**src/rtl/ccd_tg_pkg.sv**
```systemverilog
package ccd_tg_pkg;

    typedef enum logic [1:0] {
        CH_R = 2'd0,
        CH_G = 2'd1,
        CH_B = 2'd2
    } chan_e;

    typedef struct packed {
        logic [1:0] rs_pos;
        logic       line_mode;
        logic       clamp_byp;
        logic       cds_byp;
    } tg_cfg_t;

    typedef struct packed {
        logic rs;
        logic vs;
        logic cl;
    } tg_strobe_t;

    localparam int RS_BASE_DLY_DEF = 4;
    localparam int VS_DLY_DEF      = 6;

    function automatic chan_e chan_next(chan_e cur);
        case (cur)
            CH_R:    return CH_G;
            CH_G:    return CH_B;
            default: return CH_R;
        endcase
    endfunction

endpackage

```
**src/rtl/ccd_seq_timer.sv**
```systemverilog
module ccd_seq_timer #(
    parameter int VS_DLY = 6,
    parameter int CNT_W  = 3
) (
    input  logic             clk,
    input  logic             rst,
    input  logic             start,
    input  logic [CNT_W-1:0] rs_dly,
    output logic             rs_hit,
    output logic             vs_hit
);
    localparam logic [CNT_W-1:0] VS_CNT = CNT_W'(VS_DLY);

    logic             busy;
    logic [CNT_W-1:0] cnt;

    always_ff @(posedge clk) begin
        if (rst) begin
            busy <= 1'b0;
            cnt  <= '0;
        end else if (start) begin
            busy <= 1'b1;
            cnt  <= '0;
        end else if (busy) begin
            if (cnt >= VS_CNT) begin
                busy <= 1'b0;
            end else begin
                cnt <= cnt + 1'b1;
            end
        end
    end

    assign rs_hit = busy && (cnt == rs_dly);
    assign vs_hit = busy && (cnt == VS_CNT);

endmodule

```
**src/rtl/ccd_clamp_timer.sv**
```systemverilog
module ccd_clamp_timer #(
    parameter int CNT_W = 3
) (
    input  logic             clk,
    input  logic             rst,
    input  logic             start,
    input  logic [CNT_W-1:0] dly,
    output logic             cl_hit
);
    logic             armed;
    logic [CNT_W-1:0] cnt;

    always_ff @(posedge clk) begin
        if (rst) begin
            armed <= 1'b0;
            cnt   <= '0;
        end else if (start) begin
            armed <= 1'b1;
            cnt   <= '0;
        end else if (armed) begin
            if (cnt >= dly) begin
                armed <= 1'b0;
            end else begin
                cnt <= cnt + 1'b1;
            end
        end
    end

    assign cl_hit = armed && (cnt == dly);

endmodule

```
**src/rtl/ccd_chan_sel.sv**
```systemverilog
module ccd_chan_sel
    import ccd_tg_pkg::*;
(
    input  logic  clk,
    input  logic  rst,
    input  logic  line_mode,
    input  logic  vs_done,
    input  logic  line_adv,
    output chan_e chan
);
    logic step;

    assign step = line_mode ? line_adv : vs_done;

    always_ff @(posedge clk) begin
        if (rst) begin
            chan <= CH_R;
        end else if (step) begin
            chan <= chan_next(chan);
        end
    end

endmodule

```
**src/rtl/ccd_timing_gen.sv**
```systemverilog
module ccd_timing_gen
    import ccd_tg_pkg::*;
#(
    parameter int VS_DLY      = VS_DLY_DEF,
    parameter int RS_BASE_DLY = RS_BASE_DLY_DEF
) (
    input  logic       clk,
    input  logic       rst,
    input  logic       vsmp_req,
    input  logic       clamp_req,
    input  logic       line_adv,
    input  logic [1:0] cfg_rs_pos,
    input  logic       cfg_line_mode,
    input  logic       cfg_clamp_byp,
    input  logic       cfg_cds_byp,
    output logic       rs_strobe,
    output logic       vs_strobe,
    output logic       cl_strobe,
    output logic [1:0] chan_sel
);
    localparam int CNT_W = $clog2(VS_DLY + 1);

    tg_cfg_t          cfg;
    tg_strobe_t       hit;
    logic [CNT_W-1:0] rs_dly;
    logic [CNT_W-1:0] cl_dly;
    chan_e            chan;

    assign cfg = '{rs_pos:    cfg_rs_pos,
                   line_mode: cfg_line_mode,
                   clamp_byp: cfg_clamp_byp,
                   cds_byp:   cfg_cds_byp};

    // Clamp offset is tied to the reset-sample offset, one cycle earlier.
    assign rs_dly = CNT_W'(RS_BASE_DLY) - CNT_W'(cfg.rs_pos);
    assign cl_dly = rs_dly - 1'b1;

    ccd_seq_timer #(
        .VS_DLY (VS_DLY),
        .CNT_W  (CNT_W)
    ) u_seq (
        .clk    (clk),
        .rst    (rst),
        .start  (vsmp_req),
        .rs_dly (rs_dly),
        .rs_hit (hit.rs),
        .vs_hit (hit.vs)
    );

    ccd_clamp_timer #(
        .CNT_W (CNT_W)
    ) u_clamp (
        .clk    (clk),
        .rst    (rst),
        .start  (clamp_req),
        .dly    (cl_dly),
        .cl_hit (hit.cl)
    );

    ccd_chan_sel u_chan (
        .clk       (clk),
        .rst       (rst),
        .line_mode (cfg.line_mode),
        .vs_done   (hit.vs),
        .line_adv  (line_adv),
        .chan      (chan)
    );

    assign rs_strobe = hit.rs && !cfg.cds_byp;
    assign vs_strobe = hit.vs;
    assign cl_strobe = hit.cl && !cfg.clamp_byp;
    assign chan_sel  = chan;

endmodule

```
**config.mk**
```make
export PLATFORM = sky130hd
export DESIGN_NAME = ccd_timing_gen
export DESIGN_NICKNAME = d
export VERILOG_FILES = /design/src/rtl/ccd_tg_pkg.sv /design/src/rtl/ccd_seq_timer.sv /design/src/rtl/ccd_clamp_timer.sv /design/src/rtl/ccd_chan_sel.sv /design/src/rtl/ccd_timing_gen.sv
export SDC_FILE = /design/constraint.sdc
export NUM_CORES = 1
export LEC_CHECK = 0
export BUFFER_PORTS_ARGS = -buffer_cell sky130_fd_sc_hd__buf_2
export CORE_AREA = 2 2 39 41
export CTS_BUF_LIST = sky130_fd_sc_hd__clkbuf_8
export DETAILED_ROUTE_END_ITERATION = 8
export DIE_AREA = 0 0 41 43
export HOLD_SLACK_MARGIN = 0.02
export PLACE_DENSITY = 0.79
export SLEW_MARGIN = 20
export SYNTH_ARGS = -nofsm -noshare
export SYNTH_HDL_FRONTEND = slang
export SYNTH_SLANG_ARGS = --single-unit
```
**constraint.sdc**
```tcl
create_clock -name clk -period 1.85 [get_ports clk]
set_input_delay 0.4625 -clock clk [delete_from_list [all_inputs] [get_ports clk]]
set_output_delay 0.4625 -clock clk [all_outputs]
set_load 0.01 [all_outputs]
```
=== Word level (Yosys, flattened, before mapping) ===
Cells that the tools add are included.

* Output and inout port bits: 5
* Bits in registers: 10
* Word-level logic and storage cells: 37

* Reductions and logical operators: 12
* Muxes and demuxes: 8
* $lt $le $gt $ge: 2
* Bitwise operators: 2
* Eq/ne operators: 4
* $add $sub $neg: 4

{| class="wikitable"
|+ Operator list
! kind !! count
|-
| $mux 1 || 7
|-
| $add 3x1->3 const B || 2
|-
| $eq 3x3->1 || 2
|-
| $logic_and 1x1->1 || 5
|-
| $pmux 2 s2 || 1
|-
| $reduce_and 2->1 || 2
|-
| $reduce_or 2->1 || 2
|-
| $eq 3x3->1 const B || 1
|-
| $ge 3x3->1 || 1
|-
| $ge 3x3->1 const B || 1
|-
| $sub 3x1->3 const B || 1
|-
| $sub 3x2->3 const A || 1
|-
| $eq 2x1->1 const B || 1
|-
| $logic_not 1->1 || 2
|-
| $logic_not 2->1 || 1
|-
| $not 1->1 || 2
|}

=== Logic depth before layout (Yosys ltp) ===
Gate-level depths: netlist of the first run.

* Word-level depth: 6
* Depth in mapped cells: 6

=== Hierarchy ===
From an unflattened synthesis of the first run, not the netlist that was laid out.

* Cells, all modules: 72
* Area total of the unflattened synthesis: 678.2 µm²

{| class="wikitable"
|+ By module, submodules not included
! module !! area an instance (µm²) !! times used !! seq. area each (µm²) !! cells each
|-
| ccd_clamp_timer || 272.8 || 1 || 80.1 || 27
|-
| ccd_seq_timer || 251.5 || 1 || 80.1 || 29
|-
| ccd_chan_sel || 108.9 || 1 || 40.0 || 9
|-
| ccd_timing_gen || 45.0 || 1 || 0.0 || 7
|}

=== Least setup slack after synthesis of the first run ===
No wires, ideal clock.

* Kind: input port to output port
* From: input cfg_rs_pos[0]
* To: output cl_strobe
* Arrival: 1.567 ns
* Stages: 6
* Path slack: -0.180 ns
* Path buffers: 0
* Cells stage by stage: inv_1 -> ha_1 -> xor2_1 -> ha_1 -> nand2_1 -> nor3_1

* Cells in the longest elaborated chain, start to end: 5

{| class="wikitable"
|+ RTL lines
! element !! line !! source
|-
| start: declaration || ccd_timing_gen.sv:12 || <nowiki>input logic [1:0] cfg_rs_pos,</nowiki>
|-
| $sub 3x2->3 || ccd_timing_gen.sv:35 || <nowiki>assign rs_dly = CNT_W'(RS_BASE_DLY) - CNT_W'(cfg.rs_pos);</nowiki>
|-
| $sub 3x1->3 || ccd_timing_gen.sv:36 || <nowiki>assign cl_dly = rs_dly - 1'b1;</nowiki>
|-
| $eq 3x3->1 || ccd_clamp_timer.sv:29 || <nowiki>assign cl_hit = armed && (cnt == dly);</nowiki>
|-
| $logic_and 1x1->1 || ccd_clamp_timer.sv:29 ||
|-
| $logic_and 1x1->1 || ccd_timing_gen.sv:71 || <nowiki>assign cl_strobe = hit.cl && !cfg.clamp_byp;</nowiki>
|-
| end: declaration || ccd_timing_gen.sv:18 || <nowiki>output logic cl_strobe,</nowiki>
|}

No other way between the ends.

=== Worst setup path in the final report of the first run ===
Ends and elaborated chain as after synthesis.

==> results.txt, run 1 <==
----------------------------------------------------
[Global routing]
  Number of global-route vias before repair ... 524
  Remaining global-route overflow ... 0
  Largest net degree at the start of global routing ... 9
  Global routing usage summed across all routing layers ... 16.06%
  Number of antenna violations at the first check in global routing ... 0
  Wire length of the first global-routing pass ... 1.911 mm

[Power and ir drop]
  Cell area power density ... 727.0 mW/mm^2
  Leakage power of the design ... 0.4015 nW
  Largest vdd supply drop ... 0.0004216 V

[Logic synthesis]
  Number of warnings reported in the yosys synthesis log ... 0
  Cell types with the largest area share after synthesis ... sky130_fd_sc_hd__dfxtp_1, sky130_fd_sc_hd__ha_1, sky130_fd_sc_hd__nand2_1
  Number of nets in the synthesized netlist ... 82
  Mapped Area ... 596.8 sq um
  Sequential share of the synthesized area ... 33.54%
  Count of mapped cells out of synthesis ... 66
  Average instance area after synthesis ... 9.043 sq um
  Area share of the largest cell type after synthesis ... 33.54%
  Cell type with the largest total area after synthesis ... sky130_fd_sc_hd__dfxtp_1
  Synth Register Bits ... 10
  Unique cell type count in the Yosys netlist ... 25

[Critical path]
  Largest incremental delay on the critical path ... 300 ps
  Critical setup path kind ... in -> out
  Critical path cell sequence ... buf_8 -> inv_6 -> ha_4 -> xor2_1 -> ha_1 -> nand2_1 -> nor3_2 -> buf_2
  Library cell contributing the largest single delay on the critical path ... sky130_fd_sc_hd__ha_1
  Required arrival time at the worst endpoint ... 1390 ps
  Startpoint kind of the worst setup timing path ... primary input
  Data arrival time of the critical path ... 1580 ps
  Worst-case register-to-register setup slack ... 420 ps
  Type of element capturing the critical path ... primary output
  Maximum fanout encountered on the critical timing path ... 2

[Cells and area]
  Non-filler cells, final ... 105
  Total Nets Final ... 106
  Fillers ... 128
  Summed area of non-filler cells in the final layout ... 837.1 sq um
  Ant. Diodes ... 0
  Layout cell share with drive strength beyond 1 ... 39.33%
  P&R area growth vs syn ... 40.25%

[STA]
  Share of the clock period used by the worst path ... 110.2%
  Worst-case hold slack ... 450.4 ps
  Clock Skews ... 4.196 ps
  Rel. slew slack ... 74.28%
  Fmax ... 0.4906 GHz
  Number of setup violations in the final report ... 2
  Worst Tran Pin Value ... 376.0 ps
  Final Hold Vio Count ... 0
  Unrepaired setup endpoints after global routing ... true
  Period minus WS final ... 2038 ps
  Final setup slack of the worst path ... -188.4 ps
  Count of final max-slew check failures ... 0

[Placed design]
  Total half-perimeter wirelength after legalization and detailed placement ... 912 um
  Total cell area at the placement stage ... 737.0 sq um
  RD Place Congestion ... 0.6509
  Worst setup slack after placement ... -259.2 ps
  Number of input and output port buffers inserted ... 14
  Cells after DPL ... 100

[Drt]
  Antenna-violating nets left ... 0
  Post-DR vias/cell ... 4.990
  First-pass iteration count of the detailed router ... 4
  Final routed wirelength across all metal layers ... 1.141 mm
  First DRT Iteration DRCs ... 4
  Routed WL per cell ... 10.87 um
  Number of vias in the routed layout ... 524
  Number of DRC violations after detailed routing ... 0

[Clock tree]
  CTS tree ... yes
  Clock Pin Slew Worst Setup and Hold Paths ... 50 ps
  Clock root cell ... sky130_fd_sc_hd__clkbuf_8
  Number of CTS-inserted buffers ... 3
  Worst-skew pair later-pin latency ... 230 ps
  Post-CTS Hold Buffers ... 0
  Sink count of the clock tree ... 10
  Max Root-Sink Buffers ... 2
  H-tree levels ... 1

[Run status]
  Run status ... finished with violations
  Violations in the final reports ... negative setup slack

[Die]
  Die Footprint ... 0.001763 sq mm
  Ports placed on the boundary ... 15
  Floorplan die height ... 43 um
  Num rows ... 14
  Die X ... 41 um
  Total core area ... 0.001384 sq mm
  Initial standard-cell utilization of the core ... 43.13%

[Min path]
  Hold/Removal Path Class ... in -> reg

[Flow run]
  Number of maximum-capacitance violations ... 0

----------------------------------------------------
[path summary, 6_finish.rpt]
check                 startpoint        endpoint  depth (start not counted)
hold / removal          vsmp_req    u_seq.cnt[1]                          2
setup reg to reg  u_clamp.cnt[0]  u_clamp.cnt[0]                          6
setup / recovery   cfg_rs_pos[0]       cl_strobe                          8
hold reg to reg   u_clamp.cnt[0]  u_clamp.cnt[0]                          2
[layout by cell type (no fill, tap or decap), types with 2 or more instances in the layout]
cell	netlist	routed
sky130_fd_sc_hd__a211o_1	2	2
sky130_fd_sc_hd__a21oi_1	4	4
sky130_fd_sc_hd__buf_2	0	12
sky130_fd_sc_hd__buf_4	0	5
sky130_fd_sc_hd__buf_6	0	2
sky130_fd_sc_hd__clkbuf_8	0	4
sky130_fd_sc_hd__dfxtp_1	10	10
sky130_fd_sc_hd__ha_1	6	5
sky130_fd_sc_hd__inv_1	6	4
sky130_fd_sc_hd__mux2i_1	2	2
sky130_fd_sc_hd__nand2_1	7	7
sky130_fd_sc_hd__nand2b_1	2	2
sky130_fd_sc_hd__nand3_1	2	2
sky130_fd_sc_hd__nor2_1	4	4
sky130_fd_sc_hd__nor3_1	4	2
sky130_fd_sc_hd__nor3_2	0	2
sky130_fd_sc_hd__xor2_1	3	3
[report_power, final]
group / internal [mW] / leakage [nW] / switching (mW)
logic: 0.0591 / 0.291 / 0.0455
clock network: 0.187 / 0.0288 / 0.0844
registers: 0.224 / 0.0816 / 0.00886
[logic make-up (layout without fill, tap and decap cells)]
kind of cell | after synthesis | count (layout) | share of synthesized area (%)
flip-flops | 10 | 10 | 33.54
XOR/XNOR | 5 | 5 | 7.339
multiplexers | 2 | 2 | 3.354
adder cells (fa/ha/maj) | 6 | 6 | 12.58
buffers and inverters | 7 | 30 | 4.611
AND/OR/NAND/NOR | 25 | 25 | 24.11
AO/OA/AOI/OAI | 11 | 11 | 14.47
[critical path: cells and delay by family]
family	cells	cell delay [ps]
xor gates and xnor gates	1	160
and+or+nand+nor	2	150
adders and majority gates	2	500
buffers and inverters	3	300
[synth_stat cells]
library cell                number
sky130_fd_sc_hd__dfxtp_1        10
sky130_fd_sc_hd__nand2_1         7
sky130_fd_sc_hd__ha_1            6
sky130_fd_sc_hd__inv_1           6
sky130_fd_sc_hd__a21oi_1         4
sky130_fd_sc_hd__nor2_1          4
sky130_fd_sc_hd__nor3_1          4
sky130_fd_sc_hd__xor2_1          3
sky130_fd_sc_hd__a211o_1         2
sky130_fd_sc_hd__mux2i_1         2
sky130_fd_sc_hd__nand2b_1        2
sky130_fd_sc_hd__nand3_1         2
sky130_fd_sc_hd__xnor2_1         2
sky130_fd_sc_hd__a2111oi_0       1
sky130_fd_sc_hd__a211oi_2        1
sky130_fd_sc_hd__a21boi_2        1
sky130_fd_sc_hd__a22o_1          1
sky130_fd_sc_hd__and2_1          1
sky130_fd_sc_hd__and3_2          1
sky130_fd_sc_hd__clkbuf_2        1
sky130_fd_sc_hd__nand3b_1        1
sky130_fd_sc_hd__nand4b_4        1
sky130_fd_sc_hd__nor2b_1         1
sky130_fd_sc_hd__o21a_1          1
sky130_fd_sc_hd__or2b_2          1
[area by class of cell]
type                       instances  area, sq um  area share [%]
timing repair buffer              20        135.1           16.14
sequential                        10        200.2           23.92
inverter                           6        27.53           3.288
multi-input combinational         49        399.1           47.68
clock buffer                       4        55.05           6.577
tap                               16        20.02           2.392
[layer usage]
layer  GRT usage (%)  wire [um]  up-vias
li1                -          -      270
met1           16.07        487      239
met2           28.75        607       15
met3           3.141         46        0
met4           8.000          0        0
met5               0          0        -
[registers in the layout (all words and copies together), names as in the netlist]
register       cells
u_chan.chan        2
u_clamp.armed      1
u_clamp.cnt        3
u_seq.busy         1
u_seq.cnt          3
[timing repair]
item | in CTS | in global routing
setup endpoints to repair | 2 | 5
pin swaps | 5 | 4
setup buffers | 2 | 1
resized for setup | 3 | 5
[metrics by stage]
step,TNS [ps],power [mW],utilization [%]
final,-264.4,0.6085,60.49
after global routing,-386.8,0.6330,60.49
after CTS,-248.7,0.6124,59.49
after detailed placement,-850.9,0.3304,53.25
after global placement,-522.0,0.3246,53.25
after floorplan,-60.43,0.2910,-
(Power assumes the default switching activity.)
==> run 2, diff against run 1 <==
--- a/config.mk
+++ b/config.mk
@@ -6,10 +6,10 @@
 export NUM_CORES = 1
 export LEC_CHECK = 0
 export BUFFER_PORTS_ARGS = -buffer_cell sky130_fd_sc_hd__buf_2
-export CORE_AREA = 2 2 39 41
+export CORE_AREA = 8 8 45 47
 export CTS_BUF_LIST = sky130_fd_sc_hd__clkbuf_8
 export DETAILED_ROUTE_END_ITERATION = 8
-export DIE_AREA = 0 0 41 43
+export DIE_AREA = 0 0 53 55
 export HOLD_SLACK_MARGIN = 0.02
 export PLACE_DENSITY = 0.79
 export SLEW_MARGIN = 20
==> run 2 against run 1 <==
  * The flow still finishes with violations (negative setup slack)
  * Die area rose by 65%
  * Fmax increased by 1.9%
  * Utilization is 0.27 points higher
  * Worst hold slack worse by 5.4 ps
  * Sequential cell count stayed put
  * Combinational power is essentially flat
  * Cell area rose by 0.45%
  * Count of clock-buffer cells in the layout stayed put
  * Critical path depth unchanged
  * Total power decreased by 0.73%
  * Global-route usage shrank 7.7 points
==> results.txt, run 2 (synthesis gave the netlist of run 1 again) <==
----------------------------------------------------
[Placed design]
  Number of input and output port buffers inserted ... 14 (unchanged)
  Cells after DPL ... 100 (unchanged)
  Total half-perimeter wirelength after legalization and detailed placement ... 946 um (+3.7%)
  Worst setup slack after placement ... -261.9 ps (-2.761 ps)
  RD Place Congestion ... 0.7379 (+13%)

[Drt]
  First DRT Iteration DRCs ... 2 (-2)
  Routed WL per cell ... 11.15 um (+2.6%)
  Post-DR vias/cell ... 4.943 (-0.95%)
  Number of DRC violations after detailed routing ... 0 (unchanged)
  Antenna-violating nets left ... 0 (unchanged)
  Final routed wirelength across all metal layers ... 1.171 mm (+2.6%)
  Number of vias in the routed layout ... 519 (-0.95%)
  First-pass iteration count of the detailed router ... 2 (-2)

[Critical path]
  Startpoint kind of the worst setup timing path ... primary input
  Required arrival time at the worst endpoint ... 1390 ps (about the same)
  Critical path cell sequence ... buf_6 -> inv_4 -> ha_4 -> xor2_2 -> ha_1 -> nand2_1 -> nor3_2 -> buf_2
  Critical setup path kind ... in -> out
  Data arrival time of the critical path ... 1540 ps (-40 ps)
  Worst-case register-to-register setup slack ... 370 ps (-50 ps)
  Type of element capturing the critical path ... primary output
  Reg2Reg Capture Point ... u_clamp.cnt[0]
  Worst path buffer plus inverter count ... 3 (unchanged)
  Maximum fanout encountered on the critical timing path ... 2 (unchanged)
  Worst r2r path cells ... 6 (unchanged)
  R2R Path Start ... u_clamp.cnt[0]
  Kind of cell adding the most delay to the critical path ... adder cells
  Library cell contributing the largest single delay on the critical path ... sky130_fd_sc_hd__ha_1
  Largest incremental delay on the critical path ... 290 ps (about the same)

[STA]
  Number of setup violations in the final report ... 1 (-1)
  Worst Tran Pin Value ... 314.0 ps (-62.01 ps)
  Period minus WS final ... 2001 ps (-37.12 ps)
  Final setup slack of the worst path ... -151.3 ps (+37.12 ps)
  Final Hold Vio Count ... 0 (unchanged)
  Clock Skews ... 0.6318 ps (-3.564 ps)
  Unrepaired setup endpoints after global routing ... true
  Count of final max-slew check failures ... 0 (unchanged)
  Share of the clock period used by the worst path ... 108.2% (-2.0 points)
  Fmax ... 0.4997 GHz (+1.9%)
  Rel. slew slack ... 78.53% (+4.2 points)
  Total Neg Setup Slack ... -151.3 ps (+113.0 ps)
  Worst-case hold slack ... 445.0 ps (-5.409 ps)

[Die]
  Initial standard-cell utilization of the core ... 43.13% (unchanged)
  Die X ... 53 um (+29%)
  Floorplan die height ... 55 um (+28%)
  Total core area ... 0.001384 sq mm (unchanged)
  Die Footprint ... 0.002915 sq mm (+65%)
  Num rows ... 14 (unchanged)
  Ports placed on the boundary ... 15 (unchanged)

[Clock tree]
  H-tree levels ... 1 (unchanged)
  Number of CTS-inserted buffers ... 3 (unchanged)
  Sink count of the clock tree ... 10 (unchanged)
  CTS tree ... yes
  Clock Pin Slew Worst Setup and Hold Paths ... 50 ps (about the same)
  Post-CTS Hold Buffers ... 0 (unchanged)
  Clock root cell ... sky130_fd_sc_hd__clkbuf_8
  Worst-skew pair later-pin latency ... 230 ps (about the same)
  Max Root-Sink Buffers ... 2 (unchanged)

[Cells and area]
  Registers with the highest flip-flop counts ... u_clamp.cnt (3), u_seq.cnt (3), u_chan.chan (2)
  Ant. Diodes ... 0 (unchanged)
  Commonest cells after routing, fill and taps aside ... sky130_fd_sc_hd__buf_2, sky130_fd_sc_hd__dfxtp_1, sky130_fd_sc_hd__nand2_1
  Fraction of the core area covered by cells at the end of the flow ... 60.76% (+0.27 points)
  Total Nets Final ... 106 (unchanged)
  Flip-flop and latch area ... 200.2 sq um (unchanged)
  Layout cell share with drive strength beyond 1 ... 40.45% (+1.1 points)
  Multi-input combinational cell area ... 406.6 sq um (+1.9%)
  Non-filler cells, final ... 105 (unchanged)
  Fillers ... 121 (-5.5%)
  Most frequent standard cell in the layout excluding fill and tap cells ... sky130_fd_sc_hd__buf_2
  P&R area growth vs syn ... 40.88%

[Min path]
  Cells on Worst Hold Path ... 2 (unchanged)
  Worst hold path startpoint ... vsmp_req
  Hold/Removal Path Class ... in -> reg
  Endpoint with the worst hold slack ... u_seq.cnt[0]

[Global routing]
  Wire length of the first global-routing pass ... 1.904 mm (-0.37%)
  Number of global-route vias before repair ... 496 (-5.3%)
  Remaining global-route overflow ... 0 (unchanged)
  Number of antenna violations at the first check in global routing ... 0 (unchanged)
  Global routing usage summed across all routing layers ... 8.397% (-7.7 points)
  Largest net degree at the start of global routing ... 9 (unchanged)

[Run status]
  Run status ... finished with violations
  Violations in the final reports ... negative setup slack

[Power and ir drop]
  Leakage power of the design ... 0.4041 nW (+0.63%)
  Largest vdd supply drop ... 0.0004952 V (+17%)
  Cell area power density ... 718.4 mW/mm^2 (-1.2%)

[Flow run]
  Number of maximum-capacitance violations ... 0 (unchanged)

----------------------------------------------------
==> run 2: changes by cell type in the layout (fill, tap and decap cells not counted) <==
cell / before / now
sky130_fd_sc_hd__inv_2: 1 / 0
sky130_fd_sc_hd__inv_4: 0 / 2
sky130_fd_sc_hd__xor2_1: 3 / 2
sky130_fd_sc_hd__buf_6: 2 / 3
sky130_fd_sc_hd__xor2_2: 0 / 1
sky130_fd_sc_hd__inv_6: 1 / 0
sky130_fd_sc_hd__buf_8: 1 / 0
==> run 2: cell type report <==
cell class / instances / area share [%]
multi-input combinational: 49 / 48.36
sequential: 10 / 23.81
timing repair buffer: 20 / 15.63
clock buffer: 4 / 6.548
inverter: 6 / 3.274
tap: 16 / 2.381
==> run 2: where the power goes <==
part	leakage (nW)	internal, mW	switching [mW]	total, mW
sequential	0.0816	0.224	0.00862	0.233
clock	0.0288	0.186	0.0792	0.266
combinational	0.294	0.0599	0.0459	0.106
==> run 2: metrics by stage <==
stage | power (mW) | area [sq um]
after floorplan | 0.2910 | 614.3
after global placement | 0.3248 | 737.0
after detailed placement | 0.3302 | 737.0
after CTS | 0.6067 | 835.8
after global routing | 0.6306 | 840.8
final | 0.6041 | 840.8
==> run 2: how the worst max path moves through the flow <==
stage,slack (ps),endpoint,from,cells past startpoint
after global routing,-240,cl_strobe,cfg_rs_pos[1],8
after floorplan,-60,cl_strobe,cfg_rs_pos[1],6
after CTS,-160,cl_strobe,cfg_rs_pos[0],8
after global placement,-220,cl_strobe,cfg_rs_pos[0],8
after detailed placement,-260,cl_strobe,cfg_rs_pos[0],8
final,-150,cl_strobe,cfg_rs_pos[0],8
==> run 2: what timing repair did <==
item                       in CTS  in global routing
pin swaps                       5                  2
buffers inserted                1                  0
resized for setup               7                  1
setup endpoints to repair       2                  2
==> run 2: per-layer routing <==
layer,vias to the layer above,track usage (%),share of wire (%)
met1,233,8.308,42
met2,12,16.60,51
met3,2,2.139,4.8
met4,0,2.586,1.6
met5,-,0,0
li1,272,-,-
